`config.mk`:
```
export PLATFORM = sky130hd
export DESIGN_NAME = i2c_host_irq_flags
export DESIGN_NICKNAME = d
export VERILOG_FILES = /design/src/rtl/i2c_irq_pkg.sv /design/src/rtl/i2c_irq_flag_bit.sv /design/src/rtl/i2c_irq_thresh.sv /design/src/rtl/i2c_irq_release.sv /design/src/rtl/i2c_host_irq_flags.sv
export SDC_FILE = /design/constraint.sdc
export NUM_CORES = 1
export LEC_CHECK = 0
export ABC_CLOCK_PERIOD_IN_PS = 1170
export CAP_MARGIN = 20
export CORE_UTILIZATION = 25
export CTS_CLUSTER_DIAMETER = 60
export DETAILED_ROUTE_END_ITERATION = 12
export PLACE_DENSITY = 0.56
export SYNTH_ARGS = -nofsm -noshare
export SYNTH_HDL_FRONTEND = slang
export SYNTH_SLANG_ARGS = --single-unit
```
`constraint.sdc`:
```
create_clock -name clk_i -period 1.17 [get_ports clk_i]
set_input_delay 0.2925 -clock clk_i [delete_from_list [all_inputs] [get_ports clk_i]]
set_output_delay 0.2925 -clock clk_i [all_outputs]
set_load 0.02 [all_outputs]
```
`src/rtl/i2c_irq_pkg.sv`:
```
package i2c_irq_pkg;
  localparam int ADDR_W = 4;
  localparam int REG_W  = 8;
  localparam int CMD_W  = 2;

  localparam logic [ADDR_W-1:0] OFS_FLAGS = 4'h0;
  localparam logic [ADDR_W-1:0] OFS_IEN   = 4'h1;
  localparam logic [ADDR_W-1:0] OFS_CMD   = 4'h3;
  localparam logic [ADDR_W-1:0] OFS_ADDR  = 4'h4;
  localparam logic [ADDR_W-1:0] OFS_DATA  = 4'h5;

  localparam int BIT_ERR  = 7;
  localparam int BIT_RXT  = 4;
  localparam int BIT_TXT  = 3;
  localparam int BIT_COB  = 1;
  localparam int BIT_HOB  = 0;
  localparam int NFLAGS   = 5;

  // flag slot order inside the internal flag vector
  localparam int SLOT_HOB = 0;
  localparam int SLOT_COB = 1;
  localparam int SLOT_TXT = 2;
  localparam int SLOT_RXT = 3;
  localparam int SLOT_ERR = 4;

  function automatic logic [REG_W-1:0] pack_flags(input logic [NFLAGS-1:0] f);
    logic [REG_W-1:0] r;
    r = '0;
    r[BIT_HOB] = f[SLOT_HOB];
    r[BIT_COB] = f[SLOT_COB];
    r[BIT_TXT] = f[SLOT_TXT];
    r[BIT_RXT] = f[SLOT_RXT];
    r[BIT_ERR] = f[SLOT_ERR];
    return r;
  endfunction

  function automatic logic [NFLAGS-1:0] unpack_flags(input logic [REG_W-1:0] r);
    logic [NFLAGS-1:0] f;
    f[SLOT_HOB] = r[BIT_HOB];
    f[SLOT_COB] = r[BIT_COB];
    f[SLOT_TXT] = r[BIT_TXT];
    f[SLOT_RXT] = r[BIT_RXT];
    f[SLOT_ERR] = r[BIT_ERR];
    return f;
  endfunction
endpackage

```
`src/rtl/i2c_irq_flag_bit.sv`:
```
module i2c_irq_flag_bit (
  input  logic clk_i,
  input  logic rst_ni,
  input  logic set_i,
  input  logic clr_i,
  output logic q_o
);
  logic q_q;

  always_ff @(posedge clk_i or negedge rst_ni) begin
    if (!rst_ni) q_q <= 1'b0;
    else         q_q <= set_i | (q_q & ~clr_i);
  end

  assign q_o = q_q;

  assert_set_wins_R10: assert property (@(posedge clk_i) disable iff (!rst_ni)
    set_i |=> q_o);
  assert_clear_R2: assert property (@(posedge clk_i) disable iff (!rst_ni)
    (clr_i && !set_i) |=> !q_o);
  assert_hold_R2: assert property (@(posedge clk_i) disable iff (!rst_ni)
    (!clr_i && !set_i) |=> (q_o == $past(q_o)));
endmodule

```
`src/rtl/i2c_irq_thresh.sv`:
```
module i2c_irq_thresh #(
  parameter int DEPTH      = 8,
  parameter int LVL_W      = $clog2(DEPTH + 1),
  parameter bit COUNT_FREE = 1'b0
) (
  input  logic             clk_i,
  input  logic             rst_ni,
  input  logic [LVL_W-1:0] level_i,
  input  logic [LVL_W-1:0] thresh_i,
  output logic             set_o,
  output logic             clr_o
);
  localparam logic [LVL_W-1:0] DEPTH_L = LVL_W'(DEPTH);

  logic [LVL_W-1:0] count;
  logic             hit, hit_q;

  generate
    if (COUNT_FREE) begin : g_free
      assign count = DEPTH_L - level_i;
      assign clr_o = (level_i == DEPTH_L);
    end else begin : g_used
      assign count = level_i;
      assign clr_o = (level_i == '0);
    end
  endgenerate

  assign hit = (count >= thresh_i);

  always_ff @(posedge clk_i or negedge rst_ni) begin
    if (!rst_ni) hit_q <= 1'b0;
    else         hit_q <= hit;
  end

  assign set_o = hit & ~hit_q;

  assert_level_range_R4: assert property (@(posedge clk_i) disable iff (!rst_ni)
    level_i <= DEPTH_L);
  assert_thresh_range_R5: assert property (@(posedge clk_i) disable iff (!rst_ni)
    (thresh_i != '0) && (thresh_i <= DEPTH_L));
  assert_no_reset_after_set_R4: assert property (@(posedge clk_i) disable iff (!rst_ni)
    set_o |=> !set_o);
endmodule

```
`src/rtl/i2c_irq_release.sv`:
```
module i2c_irq_release
  import i2c_irq_pkg::*;
(
  input  logic              reg_wr_i,
  input  logic              reg_rd_i,
  input  logic [ADDR_W-1:0] reg_addr_i,
  input  logic [CMD_W-1:0]  cmd_i,
  input  logic              smart_en_i,
  output logic              release_o
);
  logic addr_wr, data_wr, data_rd, cmd_wr;

  always_comb begin
    addr_wr = reg_wr_i && (reg_addr_i == OFS_ADDR);
    data_wr = reg_wr_i && (reg_addr_i == OFS_DATA);
    data_rd = reg_rd_i && smart_en_i && (reg_addr_i == OFS_DATA);
    cmd_wr  = reg_wr_i && (reg_addr_i == OFS_CMD) && (cmd_i != '0);
  end

  assign release_o = addr_wr | data_wr | data_rd | cmd_wr;

  always_comb begin
    assert_cmd_zero_R12: assert (!(reg_wr_i && reg_addr_i == OFS_CMD && cmd_i == '0) || !release_o);
    assert_rd_no_smart_R12: assert (!(reg_rd_i && !reg_wr_i && !smart_en_i) || !release_o);
  end
endmodule

```
`src/rtl/i2c_host_irq_flags.sv`:
```
module i2c_host_irq_flags
  import i2c_irq_pkg::*;
#(
  parameter int FIFO_DEPTH = 8,
  parameter int LVL_W      = $clog2(FIFO_DEPTH + 1)
) (
  input  logic              clk_i,
  input  logic              rst_ni,
  input  logic              reg_wr_i,
  input  logic              reg_rd_i,
  input  logic [ADDR_W-1:0] reg_addr_i,
  input  logic [REG_W-1:0]  reg_wdata_i,
  output logic [REG_W-1:0]  reg_rdata_o,
  input  logic              smart_en_i,
  input  logic              rx_byte_i,
  input  logic              tx_byte_i,
  input  logic              arb_lost_i,
  input  logic              bus_err_i,
  input  logic              len_err_i,
  input  logic              client_tout_i,
  input  logic              host_tout_i,
  input  logic              low_tout_i,
  input  logic              nack_arb_lost_i,
  input  logic              start_unknown_i,
  input  logic [LVL_W-1:0]  rx_level_i,
  input  logic [LVL_W-1:0]  rx_thresh_i,
  input  logic [LVL_W-1:0]  tx_level_i,
  input  logic [LVL_W-1:0]  tx_thresh_i,
  output logic              irq_o,
  output logic              scl_hold_o
);
  logic [NFLAGS-1:0] set_v, clr_v, w1c_v, hw_clr_v, flags;
  logic [REG_W-1:0]  flag_reg, ien_q;
  logic              rx_set, rx_clr, tx_set, tx_clr;
  logic              rel, err_any, cob_set, hob_set, hold_set, hold_q;
  logic              flags_wr;

  i2c_irq_thresh #(.DEPTH(FIFO_DEPTH), .LVL_W(LVL_W), .COUNT_FREE(1'b0)) u_rx_thr (
    .clk_i, .rst_ni, .level_i(rx_level_i), .thresh_i(rx_thresh_i),
    .set_o(rx_set), .clr_o(rx_clr));

  i2c_irq_thresh #(.DEPTH(FIFO_DEPTH), .LVL_W(LVL_W), .COUNT_FREE(1'b1)) u_tx_thr (
    .clk_i, .rst_ni, .level_i(tx_level_i), .thresh_i(tx_thresh_i),
    .set_o(tx_set), .clr_o(tx_clr));

  i2c_irq_release u_rel (
    .reg_wr_i, .reg_rd_i, .reg_addr_i, .cmd_i(reg_wdata_i[CMD_W-1:0]),
    .smart_en_i, .release_o(rel));

  always_comb begin
    err_any  = len_err_i | client_tout_i | host_tout_i | low_tout_i | arb_lost_i | bus_err_i;
    cob_set  = rx_byte_i & ~arb_lost_i & ~bus_err_i;
    hob_set  = tx_byte_i | nack_arb_lost_i | start_unknown_i;
    // stretch only when arbitration still held
    hold_set = cob_set | (tx_byte_i & ~arb_lost_i) | start_unknown_i;
    flags_wr = reg_wr_i && (reg_addr_i == OFS_FLAGS);
  end

  always_comb begin
    set_v           = '0;
    set_v[SLOT_ERR] = err_any;
    set_v[SLOT_RXT] = rx_set;
    set_v[SLOT_TXT] = tx_set;
    set_v[SLOT_COB] = cob_set;
    set_v[SLOT_HOB] = hob_set;
    hw_clr_v           = '0;
    hw_clr_v[SLOT_RXT] = rx_clr;
    hw_clr_v[SLOT_TXT] = tx_clr;
    hw_clr_v[SLOT_COB] = rel;
    hw_clr_v[SLOT_HOB] = rel;
    w1c_v = flags_wr ? unpack_flags(reg_wdata_i) : '0;
    clr_v = w1c_v | hw_clr_v;
  end

  generate
    for (genvar i = 0; i < NFLAGS; i++) begin : g_flag
      i2c_irq_flag_bit u_bit (
        .clk_i, .rst_ni, .set_i(set_v[i]), .clr_i(clr_v[i]), .q_o(flags[i]));
    end
  endgenerate

  always_ff @(posedge clk_i or negedge rst_ni) begin
    if (!rst_ni) begin
      hold_q <= 1'b0;
      ien_q  <= '0;
    end else begin
      hold_q <= hold_set | (hold_q & ~rel);
      if (reg_wr_i && reg_addr_i == OFS_IEN) ien_q <= pack_flags(unpack_flags(reg_wdata_i));
    end
  end

  assign flag_reg   = pack_flags(flags);
  assign scl_hold_o = hold_q;
  assign irq_o      = |(flag_reg & ien_q);

  always_comb begin
    unique case (reg_addr_i)
      OFS_FLAGS: reg_rdata_o = flag_reg;
      OFS_IEN:   reg_rdata_o = ien_q;
      default:   reg_rdata_o = '0;
    endcase
  end

  assert_err_sets_R3: assert property (@(posedge clk_i) disable iff (!rst_ni)
    err_any |=> reg_rdata_o[BIT_ERR] || (reg_addr_i != OFS_FLAGS));
  assert_cob_hold_R6: assert property (@(posedge clk_i) disable iff (!rst_ni)
    (rx_byte_i && !arb_lost_i && !bus_err_i) |=> scl_hold_o);
  assert_cob_blocked_R6: assert property (@(posedge clk_i) disable iff (!rst_ni)
    (rx_byte_i && (arb_lost_i || bus_err_i) && !flags[SLOT_COB]) |=> !flags[SLOT_COB]);
  assert_hob_sets_R7: assert property (@(posedge clk_i) disable iff (!rst_ni)
    (tx_byte_i || nack_arb_lost_i || start_unknown_i) |=> flags[SLOT_HOB]);
  assert_no_hold_arb_R8: assert property (@(posedge clk_i) disable iff (!rst_ni)
    (!scl_hold_o && arb_lost_i && !rx_byte_i && !start_unknown_i) |=> !scl_hold_o);
  assert_release_R9: assert property (@(posedge clk_i) disable iff (!rst_ni)
    (rel && !rx_byte_i && !tx_byte_i && !start_unknown_i) |=> !scl_hold_o);
  assert_hold_kept_R9: assert property (@(posedge clk_i) disable iff (!rst_ni)
    (scl_hold_o && !rel) |=> scl_hold_o);
  assert_reserved_zero_R1: assert property (@(posedge clk_i) disable iff (!rst_ni)
    (reg_addr_i == OFS_FLAGS) |-> (reg_rdata_o[6:5] == 2'b00 && reg_rdata_o[2] == 1'b0));
  assert_irq_masked_R11: assert property (@(posedge clk_i) disable iff (!rst_ni)
    (ien_q == '0) |-> !irq_o);
endmodule

```
After elaboration in Yosys (flattened, before gate mapping)
Index checks and enable logic that the tools add are counted.

operators by class
  add/subtract/negate cells = 1
  order comparisons = 2
  equality and inequality tests = 5
  muxes and demuxes = 2
  bitwise gates (word level) = 41
  reductions and logical operators = 12

operators by type and width
  operator             count
  $or 1x1->1           18
  $pmux 8 s2           1
  $and 1x1->1          11
  $not 1->1            10
  $and 8x8->8          1
  $eq 4x3->1 const B   2
  $ge 4x4->1           2
  $logic_and 1x1->1    8
  $logic_not 4->1      2
  $reduce_or 8->1      1
  $mux 5               1
  $or 5x4->5           1
  $eq 4x1->1 const B   1
  $eq 4x2->1 const B   1
  $eq 4x4->1 const B   1
  $sub 4x4->4 const A  1
  $reduce_bool 2->1    1

word-level totals
  bits in registers = 13
  output and inout bits = 10
  logic and storage cells = 72

Longest topological paths before layout
  depth in word-level cells = 9
  depth in mapped cells = 7

By module
From an unflattened synthesis, not the netlist that was laid out.

second synthesis, totals
  cells, all modules = 109
  area, all modules = 1,022.2 µm²

modules (own cells, without submodules)
  module                     instances  cells an instance  area each (µm²)
  i2c_host_irq_flags         1          48                 479.2
  i2c_irq_thresh (u_tx_thr)  1          23                 183.9
  i2c_irq_flag_bit           5          3                  36.3
  i2c_irq_thresh (u_rx_thr)  1          17                 138.9
  i2c_irq_release            1          6                  38.8

Worst setup path before layout
Ideal clock, no wire load.

  kind = input to register
  start point = input tx_level_i[0]
  end point = register g_flag[2].u_bit.q_q
  setup time = 0.142 ns
  data arrival time = 1.453 ns
  data required time = 1.028 ns
  slack = -0.426 ns
  stages on the path = 5
  path buffers = 0
  path through = inv_1 ha_1 ha_1 a2111oi_0 o32ai_1

between the ends
  longest elaborated chain between the ends = 5
  elaborated cells between the ends (all ways) = 8

ends and longest elaborated chain
  element                                                              RTL line                  source
  start: declaration                                                   i2c_host_irq_flags.sv:27  input logic [LVL_W-1:0] tx_level_i,
  parallel branches: the longest is 4 deep, another holds $sub 4x4->4  -
  $or 1x1->1 *                                                         i2c_irq_flag_bit.sv:12    else q_q <= set_i | (q_q & ~clr_i);
  end signal: assignment                                               i2c_irq_flag_bit.sv:12
  end: declaration                                                     i2c_irq_flag_bit.sv:8     logic q_q;

Mark *: on every way between the ends.
A chain may end at the register's enable or synchronous reset.

Worst setup path in the final report
  start point = register g_flag[4].u_bit.q_q
  end point = output irq_o

between the ends
  longest elaborated chain between the ends = 2

ends and longest elaborated chain
  element                   RTL line                  source
  start: declaration        i2c_irq_flag_bit.sv:8
  start signal: assignment  i2c_irq_flag_bit.sv:12
  $and 8x8->8               i2c_host_irq_flags.sv:94  assign irq_o = |(flag_reg & ien_q);
  $reduce_or 8->1           i2c_host_irq_flags.sv:94
  end: declaration          i2c_host_irq_flags.sv:29  output logic irq_o,

No other way between the ends.

==> impl_metrics.toml <==
[final_layout]
fin_area_mm2 = 0.00215
nNetsFinal = 235
fillers = 312
area_delta_synth_final_pct = 122
antennaDiodeCount = 0
drive_gt1_share_pct = 54.4

[drt]
drtIter0Drc = 18
top_layer_used = "met4"
firstDrtPassIters = 4
avgViaCountPerCell = 4.69
drc_errors = 0
dr_wl_met3_um = 108
ant_nets = 0
vias = 1079
wirelength_um = 3170
wl_met1_um = 1360
wire_per_inst_um = 13.8
dr_wl_met2_um = 1630

[placement]
hpwlAfterDp_um = 2440
dp_slack_ns = -1.13
placed_area_mm2 = 0.00181
gp_congestion = 0.761
io_buffers = 46

[global_routing]
grt_use_total_pct = 16.6
grt_overflow_total = 0
grt_pass1_wl_um = 5140
antenna_found_initial = 0
grt_pass1_vias = 1113
grt_max_degree = 14

[clock_tree]
clk_path_buf_depth = 2
htreeDepth = 1
clock-root-buffer = "clkbuf_8"
cts_tree = "done"
clkSlewWorstSetupHoldPaths_ns = 0.05
cts_sinks = 13
clk_latency_ns = 0.24
postCtsHoldBufs = 0
numCtsBuffers = 3

[floorplan]
fp-row-count = 22
coreArea_mm2 = 0.00369
initial_core_util_pct = 26.2
io_pins = 53
dieArea_mm2 = 0.00412
die_w_um = 64.2
die_y_um = 64.2

[run_status]
status = "finished, violations left"
violations = "setup timing"

[logic_synthesis]
yosys.area_share.simple_pct = 19.7
synth.avg_cell_area_um2 = 9.38
synth_top_family_by_area = "simple AND/OR/NAND/NOR gates"
synth_area_leaders = "dfrtp_1 (34%), ha_1 (12%), mux2_2 (5.8%)"
synth-seq-area-share_pct = 33.7
synth_area_um2 = 966
synth_xor_area_share_pct = 1.81
synth_flop_cell = "dfrtp_1"
synth_fa_ha_area_share_pct = 11.7
synth_compound_area_share_pct = 14.1
yosysUniqueCellTypes = 35
yosys.area.top_type = "dfrtp_1"
synth_edf_count = 0
yosys_warnings = 0
yosysTopAreaCellShare_pct = 33.7
synth.most_common_cell = "dfrtp_1"
synthArstFlopShare_pct = 100
muxShareOfSynthArea_pct = 11.0
netlist_top_cells_count = "dfrtp_1 (13), inv_1 (11), nor2_1 (10)"
syn_inst = 103
ys_ff_latch = 13

[timing]
setup_slack_ns = -0.347
setup_violations = 16
hold_viol_final = 0
drv_slew = 0
layout_worst_path_cycle_share_pct = 130
fmax_mhz = 659
fin_crit_ns = 1.52
finClkSkew_ns = 0.000508
finalSetupTns_ns = -2.15
rsz0062_at_grt = "true"

[setup_path]
rr_worst_depth = 5
cp_slowest_cell = "dfrtp_1"
critical_path_class = "register to output pin"
worstPathArrival_ns = 1.22
crit_path_start_kind = "register"
reg2reg_from = "g_flag[0].u_bit.q_o"
rrSetupSlack_ns = 0.17
critPathRequiredTime_ns = 0.88
crit_chain = "a222oi_1, nand2_1, buf_6"
crit_fanout = 2
crit_path_end = "irq_o"
timing.rr.end = "g_flag[0].u_bit.q_o"
critPathMaxStageDelay_ns = 0.40
setup.worst_path.start = "g_flag[4].u_bit.q_o"
end_kind = "output pin"

[power_and_ir_drop]
p_int_w = 0.00128
p_seq_share_pct = 32.4
p_leak_nw = 0.941
p_sw_share_pct = 30.1
clkPwrFrac_pct = 21.3
p_per_area_mw_per_mm2 = 856
irDropWorstVdd_v = 0.000414
p_sw_w = 0.000552
combPwrFrac_pct = 46.3

[run]
drv_cap = 0

[worst_hold_path]
hold_path_class = "input pin to async pin"
-- layout by cell type (no fill, tap or decap), types with 4 or more instances in the layout --
cell type	Yosys	layout
dfrtp_1	13	13
o21ai_1	2	4
buf_2	2	4
inv_1	11	4
clkdlybuf4s50_1	0	16
inv_2	0	4
nand2_1	4	4
dlygate4sd2_1	0	7
buf_6	0	19
ha_4	0	8
mux2_4	0	5
buf_4	3	22
nor2_1	10	6
-- what timing repair did --
| item | CTS | global route |
|---|---|---|
| endpoints found under the setup margin | 20 | 18 |
| pin swaps | 24 | 19 |
| buffers inserted | 8 | 2 |
| resized for setup | 126 | 33 |
-- layer usage --
metal	vias to the layer above	track usage, %
met5	-	0
li1	525	-
met3	7	2.86
met2	30	29.0
met1	517	19.7
met4	0	7.50
-- state kept, by name, indices dropped and copies added (netlist names) --
| name | flops |
|---|---|
| u_rx_thr.hit_q | 1 |
| ien_q | 5 |
| u_tx_thr.hit_q | 1 |
| g_flag.u_bit.q_o | 5 |
| scl_hold_o | 1 |
-- stage by stage --
stage                     hold slack, ns  cells  power (W)  utilization [%]
final                              0.356    230    0.00184             58.2
after global routing               0.377    230    0.00194             58.2
after CTS                          0.358    229    0.00176             54.9
after detailed placement           0.433    217    0.00128             49.2
after global placement             0.421    217    0.00126             49.2
after floorplan                 -0.00309    105   0.000924                -
-- critical path, delay by kind of cell, from the launching register on --
family	cells	cell delay (ns)
and+or+nand+nor	1	0.13
DFF	1	0.40
buffers and inverters	1	0.15
AOI/OAI and AO/OA	1	0.32
-- power by group through the flow --
stage	Clock (W)	Combinational [W]	Sequential [W]
finish	0.000392	0.000850	0.000594
global placement	0	0.000670	0.000586
floorplan	0	0.000351	0.000573
CTS	0.000403	0.000773	0.000587
detailed placement	0	0.000690	0.000588
global route	0.000426	0.000916	0.000601
-- how the worst min path moves through the flow --
stage | from | endpoint | depth (start not counted)
finish | rst_ni | scl_hold_o | 2
global route | rst_ni | scl_hold_o | 2
CTS | rst_ni | scl_hold_o | 2
detailed placement | u_tx_thr.hit_q | g_flag[2].u_bit.q_o | 1
global placement | u_tx_thr.hit_q | g_flag[2].u_bit.q_o | 1
floorplan | rst_ni | g_flag[0].u_bit.q_o | 0
-- layout make-up --
type                       instances  area, um2  area share (%)
clock buffer                       4       45.0            2.10
inverter                          11       71.3            3.32
multi-input combinational         76        892            41.6
sequential                        13        325            15.2
tap                               48       60.1            2.80
timing repair buffer              78        753            35.1
-- logic make-up after synthesis --
kind of cell | count (synthesis)
compound gates | 19
xor+xnor | 2
fa+ha+maj | 9
buf+inv | 16
flops | 13
mux | 10
other cells | 1
simple gates | 33
Power figures use the tool's default switching activity.
